### src/rtl/vreg_seq_pkg.sv
package vreg_seq_pkg;

  typedef enum logic [2:0] {
    ST_IDLE  = 3'd0,
    ST_WAIT  = 3'd1,
    ST_RAMP  = 3'd2,
    ST_RUN   = 3'd3,
    ST_LATCH = 3'd4,
    ST_THERM = 3'd5
  } seq_state_e;

  // positions of the asynchronous inputs in the synchroniser vector
  localparam int SYNC_PWR = 0;
  localparam int SYNC_SIG = 1;
  localparam int SYNC_EN  = 2;
  localparam int SYNC_HOT = 3;
  localparam int SYNC_NUM = 4;

  function automatic logic start_allowed(logic pwr, logic sig, logic en);
    return pwr & sig & en;
  endfunction

  function automatic logic bleed_for(seq_state_e s);
    return (s == ST_IDLE) || (s == ST_LATCH);
  endfunction

  function automatic logic loop_ls_for(seq_state_e s, logic armed);
    return (s == ST_RUN) || ((s == ST_RAMP) && armed);
  endfunction

  function automatic logic active_state(seq_state_e s);
    return (s == ST_WAIT) || (s == ST_RAMP) || (s == ST_RUN);
  endfunction

endpackage

### src/rtl/vreg_in_sync.sv
module vreg_in_sync #(
  parameter int WIDTH  = 4,
  parameter int STAGES = 2
) (
  input  logic             clk,
  input  logic             rst_n,
  input  logic [WIDTH-1:0] async_i,
  output logic [WIDTH-1:0] sync_o
);

  generate
    for (genvar b = 0; b < WIDTH; b++) begin : g_bit
      logic [STAGES-1:0] chain_q;
      always_ff @(posedge clk or negedge rst_n) begin
        if (!rst_n) chain_q <= '0;
        else        chain_q <= {chain_q[STAGES-2:0], async_i[b]};
      end
      assign sync_o[b] = chain_q[STAGES-1];
    end
  endgenerate

endmodule

### src/rtl/vreg_delay_cnt.sv
module vreg_delay_cnt #(
  parameter int CYCLES = 25000
) (
  input  logic clk,
  input  logic rst_n,
  input  logic run_i,
  output logic expired_o
);

  localparam int CW = $clog2(CYCLES + 1);
  localparam logic [CW-1:0] LAST = CW'(CYCLES - 1);

  logic [CW-1:0] cnt_q;

  assign expired_o = run_i && (cnt_q == LAST);

  always_ff @(posedge clk or negedge rst_n) begin
    if (!rst_n)          cnt_q <= '0;
    else if (!run_i)     cnt_q <= '0;
    else if (!expired_o) cnt_q <= cnt_q + 1'b1;
  end

endmodule

### src/rtl/vreg_ref_ramp.sv
module vreg_ref_ramp #(
  parameter int REF_W = 10
) (
  input  logic             clk,
  input  logic             rst_n,
  input  logic             ramp_i,
  input  logic             hold_i,
  input  logic             step_i,
  output logic [REF_W-1:0] code_o,
  output logic             top_step_o
);

  localparam logic [REF_W-1:0] FULL = '1;

  logic [REF_W-1:0] code_q;

  function automatic logic [REF_W-1:0] step_up(logic [REF_W-1:0] c);
    return (c == FULL) ? c : c + 1'b1;
  endfunction

  always_ff @(posedge clk or negedge rst_n) begin
    if (!rst_n)      code_q <= '0;
    else if (ramp_i) code_q <= step_i ? step_up(code_q) : code_q;
    else if (hold_i) code_q <= FULL;
    else             code_q <= '0;
  end

  // the tick seen at full scale closes the ramp
  assign top_step_o = ramp_i && step_i && (code_q == FULL);
  assign code_o     = (ramp_i || hold_i) ? code_q : '0;

endmodule

### src/rtl/vreg_start_seq.sv
module vreg_start_seq
  import vreg_seq_pkg::*;
#(
  parameter int DELAY_CYC   = 25000,
  parameter int REF_W       = 10,
  parameter int SYNC_STAGES = 2
) (
  input  logic             clk,
  input  logic             rst_n,
  input  logic             pwr_ok_i,
  input  logic             sig_ok_i,
  input  logic             enable_i,
  input  logic             sw_tick_i,
  input  logic             pwm_pulse_i,
  input  logic             fault_req_i,
  input  logic             prot_ls_req_i,
  input  logic             over_temp_i,
  output logic [REF_W-1:0] ref_code_o,
  output logic             ls_en_o,
  output logic             ss_done_o,
  output logic             bleed_en_o,
  output logic [2:0]       seq_state_o
);

  logic [SYNC_NUM-1:0] raw_in;
  logic [SYNC_NUM-1:0] syn_in;

  assign raw_in[SYNC_PWR] = pwr_ok_i;
  assign raw_in[SYNC_SIG] = sig_ok_i;
  assign raw_in[SYNC_EN]  = enable_i;
  assign raw_in[SYNC_HOT] = over_temp_i;

  vreg_in_sync #(
    .WIDTH (SYNC_NUM),
    .STAGES(SYNC_STAGES)
  ) u_sync (
    .clk    (clk),
    .rst_n  (rst_n),
    .async_i(raw_in),
    .sync_o (syn_in)
  );

  logic pwr_s, sig_s, en_s, hot_s, go_ok;
  assign pwr_s = syn_in[SYNC_PWR];
  assign sig_s = syn_in[SYNC_SIG];
  assign en_s  = syn_in[SYNC_EN];
  assign hot_s = syn_in[SYNC_HOT];
  assign go_ok = start_allowed(pwr_s, sig_s, en_s);

  seq_state_e state_q, state_d;
  logic wait_run, wait_done, ramp_run, ramp_hold, ramp_step, ramp_top;
  logic ls_armed_q;

  assign wait_run  = (state_q == ST_WAIT);
  assign ramp_run  = (state_q == ST_RAMP);
  assign ramp_hold = (state_q == ST_RUN);
  assign ramp_step = ramp_run && sw_tick_i;

  vreg_delay_cnt #(
    .CYCLES(DELAY_CYC)
  ) u_wait (
    .clk      (clk),
    .rst_n    (rst_n),
    .run_i    (wait_run),
    .expired_o(wait_done)
  );

  vreg_ref_ramp #(
    .REF_W(REF_W)
  ) u_ramp (
    .clk       (clk),
    .rst_n     (rst_n),
    .ramp_i    (ramp_run),
    .hold_i    (ramp_hold),
    .step_i    (ramp_step),
    .code_o    (ref_code_o),
    .top_step_o(ramp_top)
  );

  // priority in the active states: supply/enable loss, then fault, then heat
  always_comb begin
    state_d = state_q;
    unique case (state_q)
      ST_IDLE: if (go_ok && !hot_s) state_d = ST_WAIT;
      ST_WAIT, ST_RAMP, ST_RUN: begin
        if (!go_ok)                          state_d = ST_IDLE;
        else if (fault_req_i)                state_d = ST_LATCH;
        else if (hot_s)                      state_d = ST_THERM;
        else if (wait_run && wait_done)      state_d = ST_RAMP;
        else if (ramp_top)                   state_d = ST_RUN;
      end
      ST_LATCH: if (!en_s || !sig_s) state_d = ST_IDLE;
      ST_THERM: begin
        if (!go_ok)      state_d = ST_IDLE;
        else if (!hot_s) state_d = ST_WAIT;
      end
      default: state_d = ST_IDLE;
    endcase
  end

  always_ff @(posedge clk or negedge rst_n) begin
    if (!rst_n) begin
      state_q    <= ST_IDLE;
      ls_armed_q <= 1'b0;
    end else begin
      state_q    <= state_d;
      ls_armed_q <= ramp_run && (ls_armed_q || pwm_pulse_i);
    end
  end

  assign ls_en_o     = loop_ls_for(state_q, ls_armed_q) || prot_ls_req_i;
  assign ss_done_o   = ramp_hold;
  assign bleed_en_o  = bleed_for(state_q);
  assign seq_state_o = state_q;

endmodule

### config.mk
export PLATFORM = sky130hd
export DESIGN_NAME = vreg_start_seq
export DESIGN_NICKNAME = d
export VERILOG_FILES = /design/src/rtl/vreg_seq_pkg.sv /design/src/rtl/vreg_in_sync.sv /design/src/rtl/vreg_delay_cnt.sv /design/src/rtl/vreg_ref_ramp.sv /design/src/rtl/vreg_start_seq.sv
export SDC_FILE = /design/constraint.sdc
export NUM_CORES = 1
export LEC_CHECK = 0
export BUFFER_PORTS_ARGS = -buffer_cell sky130_fd_sc_hd__clkbuf_2
export CAP_MARGIN = 10
export CORE_MARGIN = 4
export CORE_UTILIZATION = 47
export CTS_CLUSTER_DIAMETER = 80
export DETAILED_ROUTE_END_ITERATION = 12
export PLACE_DENSITY_LB_ADDON = 0.3
export SETUP_SLACK_MARGIN = 0.05
export SYNTH_ARGS = -nofsm -noshare
export SYNTH_HDL_FRONTEND = slang
export SYNTH_SLANG_ARGS = --single-unit
### constraint.sdc
create_clock -name clk -period 1.7 [get_ports clk]
set_input_delay 0.34 -clock clk [delete_from_list [all_inputs] [get_ports clk]]
set_output_delay 0.34 -clock clk [all_outputs]
set_load 0.005 [all_outputs]
# Yosys cells after proc, flatten, opt, wreduce, memory -nomap -nowiden
# Cells that the tools add are included.
dict set report word_totals {
  register_bits 37
  latchBits 0
  ramBits 0
  romBits 0
  in_bits 10
  out_inout_bits 16
  elab_cells 64
  mem_count 0
}
dict set report op_classes {
  add_sub_neg 2
  multipliers 0
  div 0
  magnitude_cmp 0
  n_eq_ne 14
  shift 0
  n_mux 17
  n_bitwise 2
  n_reduce_logical 21
}
# op n
set ops {}
lappend ops {{$mux 10} 5}
lappend ops {{$mux 15} 2}
lappend ops {{$mux 3} 9}
lappend ops {{$add 15x1->15 const B} 1}
lappend ops {{$eq 15x15->1 const B} 1}
lappend ops {{$pmux 3 s4} 1}
lappend ops {{$add 10x1->10 const B} 1}
lappend ops {{$eq 10x10->1 const B} 1}
lappend ops {{$logic_and 1x1->1} 8}
lappend ops {{$ne 2x2->1 const B} 4}
lappend ops {{$eq 3x2->1 const B} 2}
lappend ops {{$eq 3x3->1 const B} 2}
lappend ops {{$logic_or 1x1->1} 6}
lappend ops {{$ne 6x5->1 const B} 1}
lappend ops {{$reduce_and 4->1} 1}
lappend ops {{$eq 3x1->1 const B} 1}
lappend ops {{$logic_not 1->1} 3}
lappend ops {{$logic_not 3->1} 1}
lappend ops {{$ne 3x3->1 const B} 1}
lappend ops {{$reduce_or 3->1} 1}
lappend ops {{$and 1x1->1} 2}
lappend ops {{$ne 2x1->1 const B} 1}
lappend ops {{$reduce_and 2->1} 1}

# Longest topological paths before layout
dict set report depth {
  ltp_word 10
  ltp_mapped 7
  mapped_depth_nobuf 6
}

# By module
# A second synthesis with hierarchy kept.
dict set report hier_totals {
  hier_cells 210
  hier_area_um2 2119.5
}
# module n_inst cells_per_inst area_each_um2 seq_area_each_um2
set modules_own_cells {}
lappend modules_own_cells {vreg_delay_cnt 1 85 850.8 375.4}
lappend modules_own_cells {vreg_ref_ramp 1 76 696.9 250.2}
lappend modules_own_cells {vreg_start_seq 1 37 341.6 100.1}
lappend modules_own_cells {vreg_in_sync 1 12 230.2 200.2}

# Worst setup path before layout
# Ideal clock, no wire load.
dict set report synth_timing {
  path_kind {flip-flop to flip-flop}
  from {register u_wait.cnt_q[0]}
  to {register state_q[0], in the netlist seq_state_o[0]}
  setup_ns 0.125
  arrival_time_ns 1.676
  required_ns 1.575
  path_slack_ns -0.101
  path_stages_with_launch 7
  n_path_buf 0
  period_less_slack_ns 1.801
  cell_sequence {dfrtp_1 ha_1 and4bb_2 nand4b_4 nor2_2 o31ai_4 mux2_4}
}
dict set report synth_between {
  elab_chain_len 8
  elab_cells_between_ends 10
  classes_between {eq/ne (2); mux (5); reduce/logical (3)}
}
# item line_no
set synth_rtl {}
lappend synth_rtl {{from (decl)} vreg_delay_cnt.sv:13} ;# logic [CW-1:0] cnt_q;
lappend synth_rtl {{from (signal assigned)} vreg_delay_cnt.sv:20} ;# else if (!expired_o) cnt_q <= cnt_q + 1'b1;
lappend synth_rtl {{$eq 15x15->1 (*)} vreg_delay_cnt.sv:15} ;# assign expired_o = run_i && (cnt_q == LAST);
lappend synth_rtl {{$logic_and 1x1->1 (*)} vreg_delay_cnt.sv:15}
lappend synth_rtl {{$logic_and 1x1->1 (*)} vreg_start_seq.sv:89} ;# else if (wait_run && wait_done) state_d = ST_RAMP;
lappend synth_rtl {{$mux 3} vreg_start_seq.sv:89}
lappend synth_rtl {{$mux 3} vreg_start_seq.sv:88} ;# else if (hot_s) state_d = ST_THERM;
lappend synth_rtl {{$mux 3} vreg_start_seq.sv:87} ;# else if (fault_req_i) state_d = ST_LATCH;
lappend synth_rtl {{$mux 3} vreg_start_seq.sv:86} ;# if (!go_ok) state_d = ST_IDLE;
lappend synth_rtl {{$pmux 3 s4} vreg_start_seq.sv:83} ;# unique case (state_q)
lappend synth_rtl {{to (signal assigned)} vreg_start_seq.sv:106} ;# state_q <= state_d;
lappend synth_rtl {{to (decl)} vreg_start_seq.sv:50} ;# seq_state_e state_q, state_d;
# Every way passes the cells marked *; elsewhere a longest branch is shown, timed or not.
# A chain may end at the register's enable or synchronous reset.

# Worst setup path in the final report
dict set report layout_timing {
  from {register state_q[0], in the netlist seq_state_o[0]}
  to {register state_q[0], in the netlist seq_state_o[0]}
}
dict set report layout_between {
  elab_chain_len 8
  elab_cells_between_ends 22
  classes_between {eq/ne (9); mux (5); reduce/logical (8)}
}
# item line_no
set layout_rtl {}
lappend layout_rtl {{$eq 3x1->1} {vreg_start_seq.sv:54, vreg_start_seq.sv:83}}
lappend layout_rtl {{$logic_and 1x1->1} vreg_delay_cnt.sv:15}
lappend layout_rtl {{$logic_and 1x1->1} vreg_start_seq.sv:89}
lappend layout_rtl {{$mux 3} vreg_start_seq.sv:89}
lappend layout_rtl {{$mux 3} vreg_start_seq.sv:88}
lappend layout_rtl {{$mux 3} vreg_start_seq.sv:87}
lappend layout_rtl {{$mux 3} vreg_start_seq.sv:86}
lappend layout_rtl {{$pmux 3 s4} vreg_start_seq.sv:83}
# Several ways; a longest one is shown, not always the timed one.

==> impl_metrics.csv <==
group,metric,value,unit
finish,stdcell_count,292,
finish,seqCellArea,928,um2
timing,fin_setup_tns,-0.0129,ns
synth,synthTopCellsByCount,"37 x dfrtp_1, 20 x nor2_1, 13 x xor2_1",
synth,ys.flop_type,"dfrtp_1",
placed_design,port_buffers,25,
routing,drt-initial-drc-count,58,
synth,synth_cell_types,43,
cts,cts_tree,"done",
placed_design,gp_congestion,0.948,
routing,avgViaCountPerCell,5.24,
pwr,leakage,0.00121,uW
floorplanning,initial_core_util,50.1,%
cts,clkTransAtPathRegs,0.07,ns
timing,setup_viol,1,
finish,n_fill_cell,291,
routing,ant_nets,0,
synth,ys_seq_elements,37,
floorplanning,design.die.area,0.00506,mm2
run_status,failed_checks,"negative setup slack",
cts,cts_max_path_buffers,2,
routing,drt_first_pass_iters,4,
routing,drt-total-wl,4.05,mm
cts,cts_buffers,5,
placed_design,dp.cells,273,
timing,rsz0062_at_grt,"yes",
synth,yosysMostFrequentCell,"dfrtp_1",
synth,synth_seq_area_share,49.4,%
finish,nets,255,
finish,antenna_cells,0,
synth,netlist_top_cells_area,"dfrtp_1 49%, xor2_1 6.1%, nor2_1 4.0%, a21oi_1 3.2%, nand3_1 3.2%",
critical_path,critPathBufInv,0,
floorplanning,coreArea,0.00374,mm2
finish,synthToLayoutAreaGrowth,34.8,%
synth,synth_area,0.00187,mm2
run_status,outcome,"finished, violations left",
floorplanning,num_io_pins,26,
placed_design,post_dp_cell_area,0.00223,mm2
floorplanning,rows,22,
critical_path,critical-path-slowest-cell,"dfrtp_1",
critical_path,start_kind,"flop",
cts,ctsHoldBuffers,0,
timing,skew,0.00294,ns
synth,synthesis.nets,194,
critical_path,cpPeakStageDelay,0.41,ns
pwr,finalPower,2510,uW
timing,finalWorstSetupSlack,-0.0129,ns
synth,synth_edf_count,0,
timing,period_needed,1.71,ns
placed_design,dp.final_hpwl,2.82,mm
timing,fin_crit_sh,101,%
critical_path,critical_path_arrival,1.89,ns
finish,fin_util,67.5,%
routing,wire_per_inst,13.9,um
timing,finalHoldViolations,0,
critical_path,cp_cell_sequence,"nor2_4, or2_0, nand3b_1, o31ai_4, mux2_4",
synth,synth_top_area_share,49.4,%
cts,clock_sinks,37,
synth,ys.warnings.count,0,
critical_path,rr_worst_depth,5,
cts,cts_htree_levels,2,
critical_path,cp.depth,5,
timing,drv_slew,0,
cts,insertion_delay,0.29,ns
synth,synth_area_leader_cell,"dfrtp_1",
flow_run,drv_cap,0,
global_routing,overflow,0,
synth,synth_cells,182,
critical_path,path_max_fanout,3,
routing,vias,1531,
routing,drc,0,
finish,design_area,0.00253,mm2
critical_path,crit_required,1.88,ns
floorplanning,fp.dieW,71.2,um
critical_path,ff2ff_setup_slack,-0.01,ns
synth,async_flop_share,100,%
synth,syn_avg_cell_area,10.3,um2
timing,worst_pin_slew,0.548,ns
global_routing,grt_max_degree,22,
critical_path,critPathKind,"reg -> reg",
critical_path,critPathTopFamily,"simple AND/OR/NAND/NOR gates",
global_routing,grt_pass1_vias,1482,
global_routing,grt_pass1_wl,6.69,mm
global_routing,antenna_found_initial,0,
critical_path,cp-end-kind,"flop",
floorplanning,fp.dieH,71.2,um
timing,slew_headroom,63.5,%
finish,multi_input_area,977,um2
pwr,ir_drop,0.805,mV
pwr,powerDensity,992,mW/mm2
worst_hold_path,min_path_type,"in -> async",
global_routing,grt_use_total,16.9,%
timing,fmax,0.584,GHz
cts,root_buffer,"clkbuf_8",
finish,drive_above_1_share,40.2,%
## final timing paths
| check | start | to |
|---|---|---|
| worst min-delay path | rst_n | u_ramp.code_q[1]$_DFFE_PN0P_ |
| worst min register to register | u_sync.g_bit[0].chain_q[0]$_DFF_PN0_ | u_sync.g_bit[0].chain_q[1]$_DFF_PN0_ |
| worst max-delay path | seq_state_o[0]$_DFFE_PN0P_ | seq_state_o[0]$_DFFE_PN0P_ |
| max in group asynchronous | rst_n | u_ramp.code_q[5]$_DFFE_PN0P_ |
| worst max register to register | seq_state_o[0]$_DFFE_PN0P_ | seq_state_o[0]$_DFFE_PN0P_ |
| min in group clk | over_temp_i | u_sync.g_bit[3].chain_q[0]$_DFF_PN0_ |
## cells in the final DEF, fill, tap and decap left out, drive strengths merged, types with 2 or more instances in the layout
cell type | netlist | routed
o21bai | 2 | 2
a21oi | 12 | 12
nand3 | 12 | 12
xor2 | 13 | 13
nand4 | 7 | 7
o21ai | 2 | 2
nor2 | 21 | 21
o31ai | 2 | 2
and4bb | 2 | 2
dfrtp | 37 | 37
and3 | 5 | 5
ha | 2 | 2
inv | 7 | 7
nor3 | 4 | 4
a21o | 2 | 2
clkbuf | 3 | 31
and2 | 9 | 9
xnor2 | 6 | 6
buf | 2 | 34
mux2i | 4 | 4
nand2 | 13 | 13
## sequential cells by signal, summed over array words and instances (netlist names)
| name | cells |
|---|---|
| u_ramp.code_q | 10 |
| u_wait.cnt_q | 15 |
| seq_state_o | 3 |
| u_sync.g_bit.chain_q | 8 |
| ls_armed_q | 1 |
## layer usage
layer | global-route usage, % | part of all wire, % | vias to the layer above
met5 | 0 | 0 | -
met1 | 21.1 | 44 | 733
met4 | 7.10 | 1.0 | 0
li1 | - | - | 755
met2 | 27.7 | 51 | 39
met3 | 4.40 | 4.4 | 4
## cell families (layout without fill, tap and decap cells)
kind of cell,after synthesis,in the layout,share of synthesized area [%]
and+or+nand+nor,81,81,25.0
buffers and inverters,12,74,2.67
xor gates and xnor gates,19,19,8.88
adders and majority gates,2,2,1.33
DFF,37,37,49.4
muxes,5,5,2.94
AOI/OAI and AO/OA,26,26,9.75
## final cells by class
| type | instances | share of cell area (%) |
|---|---|---|
| Clock buffer | 6 | 3.27 |
| Clock inverter | 2 | 1.49 |
| Inverter | 7 | 1.14 |
| Multi-Input combinational cell | 133 | 38.7 |
| Sequential cell | 37 | 36.8 |
| Tap cell | 48 | 2.38 |
| Timing Repair Buffer | 59 | 16.3 |
## stage by stage
stage                     hold slack, ns  setup slack (ns)
after floorplan                   0.0444        -0.0000362
after global placement             0.332            0.0517
after detailed placement           0.337          -0.00133
after CTS                         0.0283           0.00289
after global routing              0.0519           -0.0569
final                             0.0242           -0.0129
## power breakdown
part	switching (uW)	total [uW]	leakage, uW	internal, uW
clock	305	782	0.0000574	477
combinational	366	728	0.000665	362
sequential	55.3	996	0.000490	940
## worst register-to-register path: stages (launching register included)
cell,delay (ns)
dfrtp_1,0.41
nor2_4,0.06
or2_0,0.23
nand3b_1,0.23
o31ai_4,0.35
mux2_4,0.33
## what timing repair did
| action | CTS | global route |
|---|---|---|
| setup endpoints to repair | 17 | 19 |
| resized for setup | 6 | 20 |
| buffers inserted | 4 | 7 |
| pin swaps | 3 | 16 |
Power figures use the tool's default switching activity.
